[src/rtl/sar_seq_pkg.sv]
// Package: shared types of the serial SAR sequencer.
// Assumes: nothing beyond IEEE 1800-2017.
package sar_seq_pkg;

    // Front-end phases: looking for the start bit, reading the word, done.
    typedef enum logic [1:0] {
        FE_HUNT = 2'd0,
        FE_ADDR = 2'd1,
        FE_LOCK = 2'd2
    } fe_state_t;

endpackage

[src/rtl/sar_seq_frontend.sv]
// Module: serial front end. Skips idle zeros on din and takes the first 1
// as start. It then shifts in the channel-assignment word, loads the
// multiplexer outputs and pulses conv_start in the cycle of the last word
// bit. After that it ignores din until chip select has been high.
// Assumes: din and cs_n are stable around rising clock edges.
module sar_seq_frontend
    import sar_seq_pkg::*;
#(
    parameter int SEL_BITS = 2
) (
    input  logic                clk,
    input  logic                rst_n,
    input  logic                cs_n,
    input  logic                din,
    output logic                conv_start,
    output logic                mux_single,
    output logic [SEL_BITS:0]   mux_addr
);
    localparam int WORD_LEN = 2 + SEL_BITS;
    localparam int CNT_W    = $clog2(WORD_LEN + 1);

    fe_state_t              st;
    logic [CNT_W-1:0]       cnt;
    logic [WORD_LEN-2:0]    shreg;
    logic [WORD_LEN-1:0]    word_now;
    logic                   last_bit;

    // Word as it stands once the current din bit is included.
    assign word_now = {shreg, din};
    // The current rising edge takes the final word bit.
    assign last_bit = (st == FE_ADDR) && (cnt == CNT_W'(WORD_LEN - 1));
    // Start pulse for the SAR core, valid only under an active select.
    assign conv_start = last_bit && rst_n && !cs_n;

    // Phase tracking, start-bit detection and word shifting.
    always_ff @(posedge clk) begin
        if (!rst_n || cs_n) begin
            st    <= FE_HUNT;
            cnt   <= '0;
            shreg <= '0;
        end else begin
            case (st)
                FE_HUNT: begin
                    if (din) begin
                        st  <= FE_ADDR;
                        cnt <= '0;
                    end
                end
                FE_ADDR: begin
                    shreg <= word_now[WORD_LEN-2:0];
                    cnt   <= cnt + CNT_W'(1);
                    if (last_bit) begin
                        st <= FE_LOCK;
                    end
                end
                default: begin
                    st <= FE_LOCK;
                end
            endcase
        end
    end

    // Load the multiplexer controls when the word completes.
    always_ff @(posedge clk) begin
        if (!rst_n || cs_n) begin
            mux_single <= 1'b0;
            mux_addr   <= '0;
        end else if (last_bit) begin
            mux_single <= word_now[WORD_LEN-1];
            mux_addr   <= word_now[WORD_LEN-2:0];
        end
    end

    // a zero while hunting never leaves the hunt phase.
    p_zero_skip_r2: assert property (@(posedge clk) disable iff (!rst_n)
        (st == FE_HUNT && !cs_n && !din) |=> (st == FE_HUNT));

    // once locked, din cannot restart or retarget the multiplexer.
    p_locked_hold_r5: assert property (@(posedge clk) disable iff (!rst_n)
        (st == FE_LOCK && !cs_n) |=>
            (st == FE_LOCK) && $stable(mux_addr) && $stable(mux_single));

endmodule

[src/rtl/sar_seq_core.sv]
// Module: successive-approximation register. On conv_start it loads the
// mid-scale trial. On each following rising edge it resolves one bit from
// the comparator, MSB first, and reports the verdict for the output stage.
// Assumes: cmp_hi is settled for the current dac_code before each edge.
module sar_seq_core #(
    parameter int RES_BITS = 8
) (
    input  logic                clk,
    input  logic                rst_n,
    input  logic                cs_n,
    input  logic                conv_start,
    input  logic                cmp_hi,
    output logic [RES_BITS-1:0] dac_code,
    output logic                running,
    output logic                finished,
    output logic                dec_bit,
    output logic                dec_valid
);
    localparam int STEP_W = $clog2(RES_BITS + 1);
    localparam logic [RES_BITS-1:0] MID = {1'b1, {(RES_BITS-1){1'b0}}};

    logic [STEP_W-1:0]   step;
    logic [RES_BITS-1:0] sar_next;
    int                  trial_idx;

    // Bit position under test at this edge.
    assign trial_idx = RES_BITS - 1 - int'(step);

    // Next trial code: resolve the tested bit and arm the one below it.
    always_comb begin
        sar_next = dac_code;
        for (int i = 0; i < RES_BITS; i++) begin
            if (i == trial_idx && !cmp_hi) begin
                sar_next[i] = 1'b0;
            end
            if (i + 1 == trial_idx) begin
                sar_next[i] = 1'b1;
            end
        end
    end

    // Step sequencing, SAR register and verdict capture.
    always_ff @(posedge clk) begin
        if (!rst_n) begin
            dac_code  <= '0;
            step      <= '0;
            running   <= 1'b0;
            finished  <= 1'b0;
            dec_bit   <= 1'b0;
            dec_valid <= 1'b0;
        end else if (cs_n) begin
            step      <= '0;
            running   <= 1'b0;
            finished  <= 1'b0;
            dec_bit   <= 1'b0;
            dec_valid <= 1'b0;
        end else if (conv_start) begin
            dac_code  <= MID;
            step      <= '0;
            running   <= 1'b1;
            finished  <= 1'b0;
            dec_bit   <= 1'b0;
            dec_valid <= 1'b0;
        end else if (running) begin
            dac_code  <= sar_next;
            dec_bit   <= cmp_hi;
            dec_valid <= 1'b1;
            step      <= step + STEP_W'(1);
            if (step == STEP_W'(RES_BITS - 1)) begin
                running  <= 1'b0;
                finished <= 1'b1;
            end
        end
    end

    // every conversion starts from the mid-scale trial.
    p_mid_start_r6: assert property (@(posedge clk) disable iff (!rst_n)
        conv_start |=> (dac_code == MID));

    // a high verdict never clears any bit already set.
    p_keep_on_high_r6: assert property (@(posedge clk) disable iff (!rst_n)
        (running && !cs_n && !conv_start && cmp_hi) |=>
            (($past(dac_code) & dac_code) == $past(dac_code)));

    // the final result holds while select stays low.
    p_result_hold_r8: assert property (@(posedge clk) disable iff (!rst_n)
        (finished && !cs_n && !conv_start) |=> $stable(dac_code));

endmodule

[src/rtl/sar_seq_outstage.sv]
// Module: falling-edge output stage. Turns the core's rising-edge state
// into busy, output enable and the serial data bit, half a clock later.
// Assumes: core state already clears on chip select high.
module sar_seq_outstage (
    input  logic clk,
    input  logic rst_n,
    input  logic cs_n,
    input  logic running,
    input  logic finished,
    input  logic dec_bit,
    input  logic dec_valid,
    output logic dout,
    output logic dout_oe,
    output logic busy
);
    // Present status and verdict on the falling edge.
    always_ff @(negedge clk) begin
        if (!rst_n) begin
            dout    <= 1'b0;
            dout_oe <= 1'b0;
            busy    <= 1'b0;
        end else begin
            busy    <= running;
            dout_oe <= running || finished;
            dout    <= dec_valid && dec_bit;
        end
    end

    // busy never shows without the output driver enabled.
    p_busy_drives_r4: assert property (@(posedge clk) disable iff (!rst_n)
        busy |-> dout_oe);

    // select high at a rising edge floats the output by the next one.
    p_release_r1: assert property (@(posedge clk) disable iff (!rst_n)
        cs_n |=> (!dout_oe && !busy));

endmodule

[src/rtl/sar_serial_seq.sv]
// Module: top of the serial SAR conversion sequencer. Joins the serial
// front end, the SAR core and the falling-edge output stage.
// Assumes: one clock (the serial clock); the pad buffer uses dout_oe.
module sar_serial_seq #(
    parameter int SEL_BITS = 2,
    parameter int RES_BITS = 8
) (
    input  logic                clk,
    input  logic                rst_n,
    input  logic                cs_n,
    input  logic                din,
    input  logic                cmp_hi,
    output logic                dout,
    output logic                dout_oe,
    output logic                busy,
    output logic                mux_single,
    output logic [SEL_BITS:0]   mux_addr,
    output logic [RES_BITS-1:0] dac_code
);
    logic conv_start;
    logic running;
    logic finished;
    logic dec_bit;
    logic dec_valid;

    sar_seq_frontend #(.SEL_BITS(SEL_BITS)) u_front (
        .clk        (clk),
        .rst_n      (rst_n),
        .cs_n       (cs_n),
        .din        (din),
        .conv_start (conv_start),
        .mux_single (mux_single),
        .mux_addr   (mux_addr)
    );

    sar_seq_core #(.RES_BITS(RES_BITS)) u_core (
        .clk        (clk),
        .rst_n      (rst_n),
        .cs_n       (cs_n),
        .conv_start (conv_start),
        .cmp_hi     (cmp_hi),
        .dac_code   (dac_code),
        .running    (running),
        .finished   (finished),
        .dec_bit    (dec_bit),
        .dec_valid  (dec_valid)
    );

    sar_seq_outstage u_out (
        .clk       (clk),
        .rst_n     (rst_n),
        .cs_n      (cs_n),
        .running   (running),
        .finished  (finished),
        .dec_bit   (dec_bit),
        .dec_valid (dec_valid),
        .dout      (dout),
        .dout_oe   (dout_oe),
        .busy      (busy)
    );

endmodule

[config.mk]
export PLATFORM = sky130hd
export DESIGN_NAME = sar_serial_seq
export DESIGN_NICKNAME = d
export VERILOG_FILES = /design/src/rtl/sar_seq_pkg.sv /design/src/rtl/sar_seq_frontend.sv /design/src/rtl/sar_seq_core.sv /design/src/rtl/sar_seq_outstage.sv /design/src/rtl/sar_serial_seq.sv
export SDC_FILE = /design/constraint.sdc
export NUM_CORES = 1
export LEC_CHECK = 0
export ABC_AREA = 1
export BUFFER_PORTS_ARGS = -buffer_cell sky130_fd_sc_hd__buf_4
export CAP_MARGIN = 20
export CORE_UTILIZATION = 35
export CTS_BUF_LIST = sky130_fd_sc_hd__clkbuf_4 sky130_fd_sc_hd__clkbuf_8 sky130_fd_sc_hd__clkbuf_16
export DETAILED_ROUTE_END_ITERATION = 8
export GPL_TIMING_DRIVEN = 0
export PLACE_DENSITY = 0.65
export SETUP_SLACK_MARGIN = 0.1
export SYNTH_ARGS = -nofsm -noshare
export SYNTH_HDL_FRONTEND = slang
export SYNTH_SLANG_ARGS = --single-unit
[constraint.sdc]
create_clock -name clk -period 3.7 [get_ports clk]
set_input_delay 0.37 -clock clk [delete_from_list [all_inputs] [get_ports clk]]
set_output_delay 0.37 -clock clk [all_outputs]
set_load 0.03 [all_outputs]
Word level (Yosys, flattened, before mapping)
Cells that the tools add are included.
{"block": "op_classes", "eq_ne": 13, "add_sub_neg": 3, "n_bitwise": 2, "n_mux": 26, "reduce_logical": 42}
{"op": "$eq 4x32->1 const A", "count": 4}
{"op": "$eq 3x32->1 const A", "count": 2}
{"op": "$eq 2x32->1 const A", "count": 1}
{"op": "$eq 5x32->1 const A", "count": 1}
{"op": "$logic_not 32->1", "count": 1}
{"op": "$reduce_and 3->1", "count": 8}
{"op": "$reduce_bool 3->1", "count": 8}
{"op": "$mux 1", "count": 19}
{"op": "$mux 8", "count": 2}
{"op": "$logic_and 1x1->1", "count": 12}
{"op": "$pmux 3 s2", "count": 1}
{"op": "$reduce_and 2->1", "count": 3}
{"op": "$sub 3x4->5 const A", "count": 1}
{"op": "$add 4x1->4 const B", "count": 1}
{"op": "$eq 4x3->1 const B", "count": 1}
{"op": "$mux 2", "count": 2}
{"op": "$pmux 2 s2", "count": 1}
{"op": "$reduce_bool 2->1", "count": 2}
{"op": "$add 3x1->3 const B", "count": 1}
{"op": "$eq 3x2->1 const B", "count": 1}
{"op": "$logic_not 1->1", "count": 3}
{"op": "$mux 3", "count": 1}
{"op": "$reduce_or 3->1", "count": 1}
{"op": "$eq 2x1->1 const B", "count": 1}
{"op": "6 further kinds", "count": 8}
{"block": "totals", "input_bits": 5, "wordCells": 107, "reg_bits": 31, "out_inout_bits": 15}

Depth between registers and ports, before layout
{"block": "depth", "depth_word": 7, "mapped_depth": 10, "mapped_depth_nobuf": 10}

Modules after synthesis
Synthesis repeated with hierarchy kept, for this count alone.
{"block": "unflattened", "hier_cells": 183, "area_unflattened_um2": 1350.0}
{"mod": "sar_seq_core", "seq_area_each_um2": 320.3, "area_each_um2": 787.0, "instances": 1, "cells_per_inst": 110}
{"mod": "sar_seq_frontend", "seq_area_each_um2": 240.2, "area_each_um2": 473.0, "instances": 1, "cells_per_inst": 62}
{"mod": "sar_seq_outstage", "seq_area_each_um2": 60.1, "area_each_um2": 90.1, "instances": 1, "cells_per_inst": 11}

==> flow_metrics.py <==
metrics = {
    "run_status": {
        "status": "complete, no violations",
    },
    "floorplan": {
        "dieArea_sq_um": 4360,
        "fp.dieH_um": 66.1,
        "die_w_um": 66.1,
        "rows": 22,
        "coreArea_sq_um": 3800,
        "ios": 20,
        "start_util": 0.378,
    },
    "finish": {
        "fin_cells": 272,
        "fill_cells": 389,
        "layout.nets": 234,
        "area_delta_synth_final_pct": 20.5,
        "drive_gt1_frac": 0.205,
        "insertedDiodeCount": 0,
    },
    "synth": {
        "synthCells": 195,
        "ys_top_cells_by_area": "dfxtp_1, nand2_1, inv_1, nor2_1, ha_1",
        "synth-seq-cells": 31,
        "ys_seq_area_frac": 0.432,
        "synth_area_sq_um": 1440,
        "synth_fp_nets": 206,
        "ys_async_sr_fraction": 0,
        "synth_cell_type_count": 19,
        "synth_flop_cell": "dfxtp_1",
        "netlist_top_cells_count": "nand2_1, inv_1, dfxtp_1",
        "syn_avg_cell_area_sq_um": 7.37,
        "yosysMostFrequentCell": "nand2_1",
        "synth_top_cell_by_area": "dfxtp_1",
        "yosysWarnings": 0,
        "synth_top_cell_area_share": 0.432,
        "synth_edf_count": 0,
    },
    "timing": {
        "finalSetupViolations": 0,
        "relSlewSlack": 0.721,
        "tns_ns": 0,
        "fin_skew_ns": 0.0549,
        "worst_slew_pin_slew_ns": 0.415,
        "hold_viol_final": 0,
        "final_max_slew_viol_count": 0,
        "rsz0062_at_grt": "false",
    },
    "clocking": {
        "ctsLongestPathBuffers": 2,
        "cts.clk_slew.worst_paths_ns": 0.06,
        "cts_tree": "done",
        "cts_setup_buffers": 0,
        "cts_hold_buf": 0,
        "post_cts_resized": 0,
        "h-tree-depth": 2,
        "cts_sinks": 31,
        "numCtsBuffers": 5,
        "clk_latency_ns": 0.34,
        "root_buffer": "clkbuf_8",
    },
    "grt": {
        "grt_pass1_wl_um": 4510,
        "track_usage": 0.139,
        "antenna_found_initial": 0,
        "grt_max_degree": 11,
        "gr-total-overflow": 0,
        "first_global_vias": 1070,
    },
    "routing": {
        "drc_errors": 0,
        "vias_per_cell": 4.44,
        "drt_first_pass_iters": 4,
        "ant_nets": 0,
        "wl_per_cell_um": 9.34,
        "drt-initial-drc-count": 38,
        "routed_wl_um": 2540,
        "via_count": 1207,
    },
    "placed_design": {
        "place_congestion": 0.884,
        "io_buffers": 19,
        "dp_cells": 262,
        "place_hpwl_um": 1930,
    },
    "job": {
        "maxCapViolCount": 0,
    },
    "pwr": {
        "power_mw": 0.624,
        "vdd_drop_max_mv": 0.194,
        "powerDensity_nw_per_um2": 361,
        "cellLeakagePower_nw": 0.807,
    },
    "critical_path": {
        "start_kind": "flip-flop",
        "required_ns": 3.33,
        "critPathTopFamily": "flip-flops",
        "cp_slowest_cell": "dfxtp_1",
        "cp-end-kind": "primary output",
        "path_max_fanout": 1,
        "max_stage_delay_ns": 0.30,
        "worstPathArrival_ns": 2.64,
        "path_buf_inv": 1,
        "criticalPathCategory": "flip-flop to primary output",
        "cp_cell_sequence": "buf_4",
    },
    "worst_hold_path": {
        "hp-class": "input port to flip-flop",
    },
}
==> report_power, final <==
group / total, mW / switching (mW) / internal (mW)
Clock: 0.261 / 0.129 / 0.132
Combinational: 0.0266 / 0.0180 / 0.00857
Sequential: 0.337 / 0.00115 / 0.336
Total: 0.624 / 0.148 / 0.477
==> metrics by stage <==
step                worst slack [ns]  instance area, sq um  hold WS, ns  utilization
floorplan                       1.02                  1440        0.444            -
global placement                1.05                  1640        0.431        0.431
detailed placement              1.03                  1640        0.437        0.431
CTS                            0.677                  1730        0.323        0.456
global route                   0.644                  1730        0.363        0.456
finish                         0.693                  1730        0.330        0.456
==> state kept, by name, indices dropped and copies added (netlist names) <==
signal,flops
u_core.running,1
u_core.step,4
u_out.dout_oe,1
u_core.finished,1
u_front.cnt,3
u_out.dout,1
u_front.shreg,3
u_front.mux_addr,3
u_front.mux_single,1
u_out.busy,1
u_core.dec_bit,1
u_front.st,2
u_core.dec_valid,1
u_core.dac_code,8
==> kinds of logic (layout without fill, tap and decap cells) <==
logic type,after synthesis,count (layout),share of synthesized area
adder cells (fa/ha/maj),6,6,0.0523
flip-flops,31,31,0.432
buffers and inverters,38,67,0.105
AND/OR/NAND/NOR,99,99,0.322
AO/OA/AOI/OAI,21,21,0.0880
==> cells in the final DEF (no fill, tap or decap), drive strengths merged <==
cell type / synthesis / final
nor3: 1 / 1
dfxtp: 31 / 31
inv: 37 / 41
clkbuf: 0 / 5
or2: 1 / 1
clkinvlp: 0 / 1
nand3: 13 / 13
nor2: 34 / 34
nand2: 50 / 50
buf: 1 / 20
ha: 6 / 6
o31ai: 1 / 1
o21ai: 5 / 5
a21oi: 15 / 15
==> metal layers <==
layer	GRT usage	routed length (um)	vias up
li1	-	-	650
met1	0.173	1250	524
met4	0.0878	69	0
met3	0.0362	112	6
met5	0	0	-
met2	0.212	1100	27
==> layout make-up <==
type,instances,area (sq um),area share
multi-input cells,126,664,0.384
flip-flops and latches,31,621,0.359
repair buffers,19,143,0.0824
inverters,36,140,0.0810
clock buffers,5,68.8,0.0398
well taps,48,60.1,0.0347
clock inverters,6,26.3,0.0152
plain buffers,1,7.51,0.00434
==> final timing paths <==
path / depth (start not counted) / start / slack, ns / to
setup / recovery: 1 / u_out.dout_oe$_SDFF_NN0_ / 0.69 / dout_oe
hold / removal: 3 / din / 0.33 / u_front.mux_addr[0]$_SDFFE_PP0N_
setup reg to reg: 3 / u_core.running$_SDFF_PP0_ / 1.08 / u_out.dout_oe$_SDFF_NN0_
hold reg to reg: 2 / u_front.mux_addr[1]$_SDFFE_PP0N_ / 0.44 / u_front.mux_addr[1]$_SDFFE_PP0N_
Note: power is estimated with default switching activity, not from simulation.
